## src/rtl/ilv_pkg.sv

```systemverilog
package ilv_pkg;
  // Per-bank strobes from control to datapath
  typedef struct packed {
    logic load;    // capture request into this bank's holding registers
    logic fire;    // access completes at this edge
    logic isRead;  // the completing access is a read
  } bankStrobe_t;
endpackage

```

## src/rtl/ilv_ctrl.sv

```systemverilog
module ilv_ctrl
  import ilv_pkg::*;
#(
  parameter int BANKS = 4,
  parameter int ACCESS_CYCLES = 4,
  localparam int BSEL_W = (BANKS > 1) ? $clog2(BANKS) : 1,
  localparam int CNT_W = $clog2(ACCESS_CYCLES + 1)
) (
  input  logic clk,
  input  logic rstN,
  input  logic reqValid,
  input  logic reqWrite,
  input  logic [BSEL_W-1:0] bankSel,
  output logic reqReady,
  output bankStrobe_t [BANKS-1:0] strobes
);
  localparam logic [CNT_W-1:0] LOAD_VAL = CNT_W'(ACCESS_CYCLES);

  logic [BANKS-1:0] bankFree;
  logic [BANKS-1:0] fireVec;
  logic accept;

  assign reqReady = bankFree[bankSel];
  assign accept = reqValid && reqReady;

  for (genvar b = 0; b < BANKS; b++) begin : g_bank
    logic [CNT_W-1:0] remain;
    logic pendWrite;
    logic loadHere;

    assign loadHere = accept && (bankSel == BSEL_W'(b));
    // Free on the edge where the current access retires
    assign bankFree[b] = (remain <= CNT_W'(1));
    assign fireVec[b] = (remain == CNT_W'(1));
    assign strobes[b].load = loadHere;
    assign strobes[b].fire = fireVec[b];
    assign strobes[b].isRead = !pendWrite;

    always_ff @(posedge clk) begin
      if (!rstN) begin
        remain <= '0;
        pendWrite <= 1'b0;
      end else if (loadHere) begin
        remain <= LOAD_VAL;
        pendWrite <= reqWrite;
      end else if (remain != '0) begin
        remain <= remain - CNT_W'(1);
      end
    end

    if (ACCESS_CYCLES > 1) begin : g_chk
      // a bank is never reloaded on two consecutive edges
      p_no_backtoback_r4: assert property (@(posedge clk) disable iff (!rstN)
        strobes[b].load |=> !strobes[b].load);
    end
  end

  // at most one access retires per cycle, keeping issue order
  p_single_fire_r5: assert property (@(posedge clk) disable iff (!rstN)
    $onehot0(fireVec));
endmodule

```

## src/rtl/ilv_datapath.sv

```systemverilog
module ilv_datapath
  import ilv_pkg::*;
#(
  parameter int BANKS = 4,
  parameter int ADDR_W = 8,
  parameter int DATA_W = 16,
  localparam int BSEL_W = (BANKS > 1) ? $clog2(BANKS) : 1,
  localparam int ROW_W = ADDR_W - $clog2(BANKS),
  localparam int DEPTH = 1 << ROW_W
) (
  input  logic clk,
  input  logic rstN,
  input  logic [ROW_W-1:0] rowIn,
  input  logic [DATA_W-1:0] wdataIn,
  input  bankStrobe_t [BANKS-1:0] strobes,
  output logic rspValid,
  output logic [DATA_W-1:0] rspData
);
  logic [DATA_W-1:0] rdWord [BANKS];
  logic [BANKS-1:0] readFire;

  for (genvar b = 0; b < BANKS; b++) begin : g_bank
    logic [ROW_W-1:0] rowHold;
    logic [DATA_W-1:0] dataHold;
    logic [DATA_W-1:0] cells [DEPTH];

    always_ff @(posedge clk) begin
      if (strobes[b].fire && !strobes[b].isRead)
        cells[rowHold] <= dataHold;
      if (strobes[b].load) begin
        rowHold <= rowIn;
        dataHold <= wdataIn;
      end
    end

    assign rdWord[b] = cells[rowHold];
    assign readFire[b] = strobes[b].fire && strobes[b].isRead;
  end

  logic [DATA_W-1:0] pick;
  always_comb begin
    pick = '0;
    for (int b = 0; b < BANKS; b++)
      if (readFire[b]) pick = rdWord[b];
  end

  always_ff @(posedge clk) begin
    if (!rstN) begin
      rspValid <= 1'b0;
    end else begin
      rspValid <= |readFire;
    end
    if (|readFire) rspData <= pick;
  end

  // a retiring read yields a response strobe on the next cycle
  p_rsp_after_read_r2: assert property (@(posedge clk) disable iff (!rstN)
    (|readFire) |=> rspValid);
  // no retiring read (idle or write only) means no response
  p_no_rsp_on_write_r6: assert property (@(posedge clk) disable iff (!rstN)
    !(|readFire) |=> !rspValid);
endmodule

```

## src/rtl/ilv_mem_ctrl.sv

```systemverilog
module ilv_mem_ctrl
  import ilv_pkg::*;
#(
  parameter int BANKS = 4,
  parameter int ACCESS_CYCLES = 4,
  parameter int ADDR_W = 8,
  parameter int DATA_W = 16,
  localparam int BSEL_W = (BANKS > 1) ? $clog2(BANKS) : 1,
  localparam int ROW_W = ADDR_W - $clog2(BANKS)
) (
  input  logic clk,
  input  logic rstN,
  input  logic reqValid,
  input  logic reqWrite,
  input  logic [ADDR_W-1:0] reqAddr,
  input  logic [DATA_W-1:0] reqWdata,
  output logic reqReady,
  output logic rspValid,
  output logic [DATA_W-1:0] rspData
);
  bankStrobe_t [BANKS-1:0] strobes;
  logic [BSEL_W-1:0] bankSel;
  logic [ROW_W-1:0] rowSel;

  if (BANKS > 1) begin : g_sel
    assign bankSel = reqAddr[BSEL_W-1:0];
  end else begin : g_one
    assign bankSel = '0;
  end
  assign rowSel = reqAddr[ADDR_W-1:ADDR_W-ROW_W];

  ilv_ctrl #(.BANKS(BANKS), .ACCESS_CYCLES(ACCESS_CYCLES)) u_ctrl (
    .clk(clk), .rstN(rstN), .reqValid(reqValid), .reqWrite(reqWrite),
    .bankSel(bankSel), .reqReady(reqReady), .strobes(strobes)
  );

  ilv_datapath #(.BANKS(BANKS), .ADDR_W(ADDR_W), .DATA_W(DATA_W)) u_dp (
    .clk(clk), .rstN(rstN), .rowIn(rowSel), .wdataIn(reqWdata),
    .strobes(strobes), .rspValid(rspValid), .rspData(rspData)
  );
endmodule

```

## config.mk

```make
export PLATFORM = sky130hd
export DESIGN_NAME = ilv_mem_ctrl
export DESIGN_NICKNAME = d
export VERILOG_FILES = /design/src/rtl/ilv_pkg.sv /design/src/rtl/ilv_ctrl.sv /design/src/rtl/ilv_datapath.sv /design/src/rtl/ilv_mem_ctrl.sv
export SDC_FILE = /design/constraint.sdc
export NUM_CORES = 2
export LEC_CHECK = 0
export BUFFER_PORTS_ARGS = -buffer_cell sky130_fd_sc_hd__buf_2
export CORE_AREA = 4 4 513 515
export DETAILED_ROUTE_END_ITERATION = 16
export DIE_AREA = 0 0 517 519
export PLACE_DENSITY_LB_ADDON = 0.2
export RECOVER_POWER = 50
export SYNTH_ARGS = -nofsm -noshare
export SYNTH_HDL_FRONTEND = slang
export SYNTH_HIERARCHICAL = 1
export SYNTH_SLANG_ARGS = --single-unit
```

## constraint.sdc

```tcl
create_clock -name clk -period 3.4 [get_ports clk]
set_input_delay 0.68 -clock clk [delete_from_list [all_inputs] [get_ports clk]]
set_output_delay 0.68 -clock clk [all_outputs]
set_load 0.02 [all_outputs]
```

==> results.cfg <==
[run_status]
outcome = complete, but fails checks
failed_checks = capacitance limit, slew limit, setup timing

[worst_setup_path]
critPathTopFamily = simple AND/OR/NAND/NOR gates
crit_path_max_incr_delay_ns = 0.87
worstSetupEndpointType = register
worst_path_max_delay_cell = o21ai_0
timing.setup.critical_path_class = register to register
timing.critical_path.arrival_ns = 4.29
start_kind = register
cp.required_ns = 4.23
critPathMaxFanout = 7
crit_path_cell_trace = inv_1 > ha_1 > nor2b_1 > nand2_1 > and4_1 > buf_4 > nand4_1 > o21ai_0 > nor3_2 > a21oi_1
critical_path.n_buffers_inverters = 2

[yosys]
syn_avg_cell_area_sq_um = 22.5
synth_flop_cell = edfxtp_1
ys_async_sr_fraction = 0
ys_ff_latch = 4241
ys.warnings.count = 6
synth.cell_area_sq_mm = 0.162
synthTopCellsByArea = edfxtp_1 (78%), mux4_2 (14%), mux2i_1 (0.91%)
edff_count_synth = 4200
postSynthCellCount = 7200
synth.net_count = 7240
post_synth_num_cell_types = 82
portion_of_the_post_synthesis_area_used_by_sequential_elements = 0.782
synth_largest_area_cell = edfxtp_1
synth_top_cell_area_share = 0.777

[drt]
vias = 80200
route.detailed.vias_per_inst = 6.86
met2_length_mm = 192
routedLengthMet1_mm = 147
detail_route.wl_per_cell_microns = 34.4
detailedRoute.firstPassIterationCount = 6
detail_route.drc_violations = 0
detailedRoute.firstIterationViolations = 12600
wl_met3_mm = 45.0
detail_route.wirelength_mm = 403
top_layer_used = met5
drt.antenna.violating_nets = 0

[pwr]
p_sw_frac = 0.238
power.ir.vdd_worst_uv = 630
p_leak_nw = 58.1
switching_power_mw = 27.7
p_comb_frac = 0.112
power_mw = 116
power_frac_seq = 0.506
p_int_mw = 88.6
power-per-cell-area_mw_per_mm2 = 633
pwr-share-clk = 0.381

[cts]
clk_path_buf_depth = 4
worst_setup_hold_path_clk_slew_ns = 0.07
cts.root.buffer_cell = clkbuf_16
later_pin_clock_latency_in_the_skew_report_ns = 1.00
tritoncts = done
cts-buffers-inserted = 422
ctsHtreeMaxLevel = 5
numClockSinks = 4241

[timing]
final_critical_path_setup_slack_ns = -0.0652
finalHoldWorstSlack_ns = 0.136
slew_viol_final = 1926
final_min_period_over_clock_period = 1.02
timing.max_slew.rel_slack = -0.835
final.setup.tns_ns = -0.150
skew_ns = 0.0484
timing.final.setup_violations = 3
hold_viol_final = 0
layout_min_cycle_time_ns = 3.47
worstMarginPinSlew_ns = 2.75
timing.fmax_ghz = 0.289

[run]
timing.max_cap.violations = 37

[placed_design]
post_detailed_placement_half_perimeter_wirelength_mm = 236
finalWeightedCongestion = 0.896
place.port_buffers = 45
post_dp_cell_area_sq_mm = 0.170

[finish]
layout-area-overhead-vs-synth_pct = 13.1
drive_above_1_share = 0.286
layout.cell_area.non_filler_sq_mm = 0.184
finish.utilization = 0.709
layout.nets = 7974

[die]
floorplan.die_area_sq_mm = 0.268
floorplan.rows = 187
start_util = 0.627
dieWidth_microns = 517
chipHeight_microns = 519
core_area_sq_mm = 0.259
ioPinCount = 46

[global_routing]
grt.overflow.total = 0
vias_in_the_first_global_route = 80100
maximum_number_of_pins_on_one_net_before_global_route_repair = 65
antenna_found_initial = 28
grt_pass1_wl_mm = 581
gr-usage-all-layers = 0.304

[hold_path]
worst_hold_path_type = input pin to register
-- per-stage QoR --
step           setup WS, ns  std cells
2_1_floorplan         0.863       7200
3_3_place_gp         -0.232      10900
3_5_place_dp         -0.249      10900
4_1_cts           -0.000499      11700
5_1_grt            -0.00206      11700
6_report            -0.0652      11700
-- sequential cells by signal, summed over array words and instances, names as in the netlist, named ones only --
name / cells
u_dp/g_bank.rowHold: 24
u_ctrl/g_bank.pendWrite: 4
u_ctrl/g_bank.remain: 12
u_dp/rspData: 16
u_dp/g_bank.dataHold: 64
u_dp/rspValid: 1
u_dp/g_bank.cells: 4096
-- worst register-to-register path, delay by kind of cell (launching register included) --
| kind | cells | cell delay, ns |
|---|---|---|
| buffers and inverters | 2 | 0.33 |
| AO/OA/AOI/OAI | 2 | 1.08 |
| AND/OR/NAND/NOR | 5 | 1.36 |
| adder cells (fa/ha/maj) | 1 | 0.20 |
| flip-flops | 1 | 0.35 |
-- cells by family (layout without fill, tap and decap cells) --
group,count (synthesis),count (layout),synth area share
compound gates,556,556,0.0247
fa+ha+maj,12,12,0.000925
simple gates,747,747,0.0218
other cells,0,27,0
buf+inv,414,1484,0.0139
flops,4241,4241,0.782
mux,1226,1226,0.156
xor+xnor,4,4,0.000216
-- placed cells by master, fill, tap and decap left out, types with 24 or more instances in the layout --
cell	netlist	routed
clkinv_1	2	92
mux2i_1	148	146
diode_2	0	27
o22ai_1	61	59
a22oi_1	123	123
clkinv_2	0	92
nand3_1	50	49
buf_12	7	62
nor2b_1	68	65
clkbuf_2	0	50
clkbuf_1	144	130
a211oi_1	69	65
mux4_2	1020	1020
clkbuf_16	0	427
a21oi_1	63	63
buf_4	70	508
mux2_2	39	39
o21ai_0	54	54
edfxtp_1	4200	4200
dfxtp_1	41	25
o221ai_1	29	28
nand2_1	126	126
a221oi_1	26	24
nor2_1	351	349
bufinv_16	0	31
-- synth_stat cells (all sizes together) (5+ instances only) --
cell type and n:
edfxtp 4200, mux4 1039, nor2 351, buf 247
mux2i 148, clkbuf 146, nand2 126, a22oi 123
nor2b 71, a211oi 70, a21oi 63, o22ai 61
o21ai 54, nand3 52, dfxtp 41, mux2 39
o221ai 29, a221oi 27, a22o 23, nand3b 22
o22a 21, nand2b 20, inv 19, nor3 19
and3 18, o41ai 18, a31oi 17, ha 12
nor4 10, or3b 10, and2 9, nand4 9
nor3b 9, o211ai 8, a2111oi 6, or3 6
o2111a 5
-- metal layers --
| layer | global-route usage | vias to the layer above |
|---|---|---|
| met5 | 0 | - |
| met4 | 0.126 | 8 |
| met3 | 0.0658 | 857 |
| met2 | 0.460 | 5124 |
| met1 | 0.439 | 42200 |
| li1 | - | 32100 |
-- power by group through the flow --
stage	clock network [mW]	logic, mW	registers, mW
after floorplan	0	7.04	59.9
after CTS	44.8	13.0	58.8
after detailed placement	0	12.8	59.9
after global routing	47.3	13.6	58.8
final	44.3	13.1	58.9
after global placement	0	12.6	59.9
-- final timing paths --
kind	slack, ns	start	cells past startpoint	end
max	-0.07	u_ctrl/g_bank[1].remain[1]	10	u_dp/rspData[1]
min	0.14	rstN	3	u_ctrl/g_bank[2].pendWrite
max reg2reg	-0.07	u_ctrl/g_bank[1].remain[1]	10	u_dp/rspData[1]
min reg2reg	0.48	u_ctrl/g_bank[3].pendWrite	2	u_ctrl/g_bank[3].pendWrite
-- repair_timing --
| action | 4_1_cts | 5_1_grt |
|---|---|---|
| gates resized for setup | 21 | 18 |
| buffers inserted | 0 | 3 |
| endpoints found under the setup margin | 12 | 11 |
| endpoints found under the hold margin | 24 | 0 |
| hold buffers | 6 | 0 |
| cloned | 0 | 2 |
| pin swaps | 2 | 3 |
-- layout make-up --
cell class                      instances  area [sq um]
Clock inverter                        246          2060
Multi-Input combinational cell       2545         33300
Sequential cell                      4241        127000
Tap cell                             3402          4260
Inverter                               21          78.8
Clock buffer                          514         11000
Timing Repair Buffer                  703          5840
Fill cell                           14700         75200
Antenna cell                           27          67.6
Power figures use the tool's default switching activity.
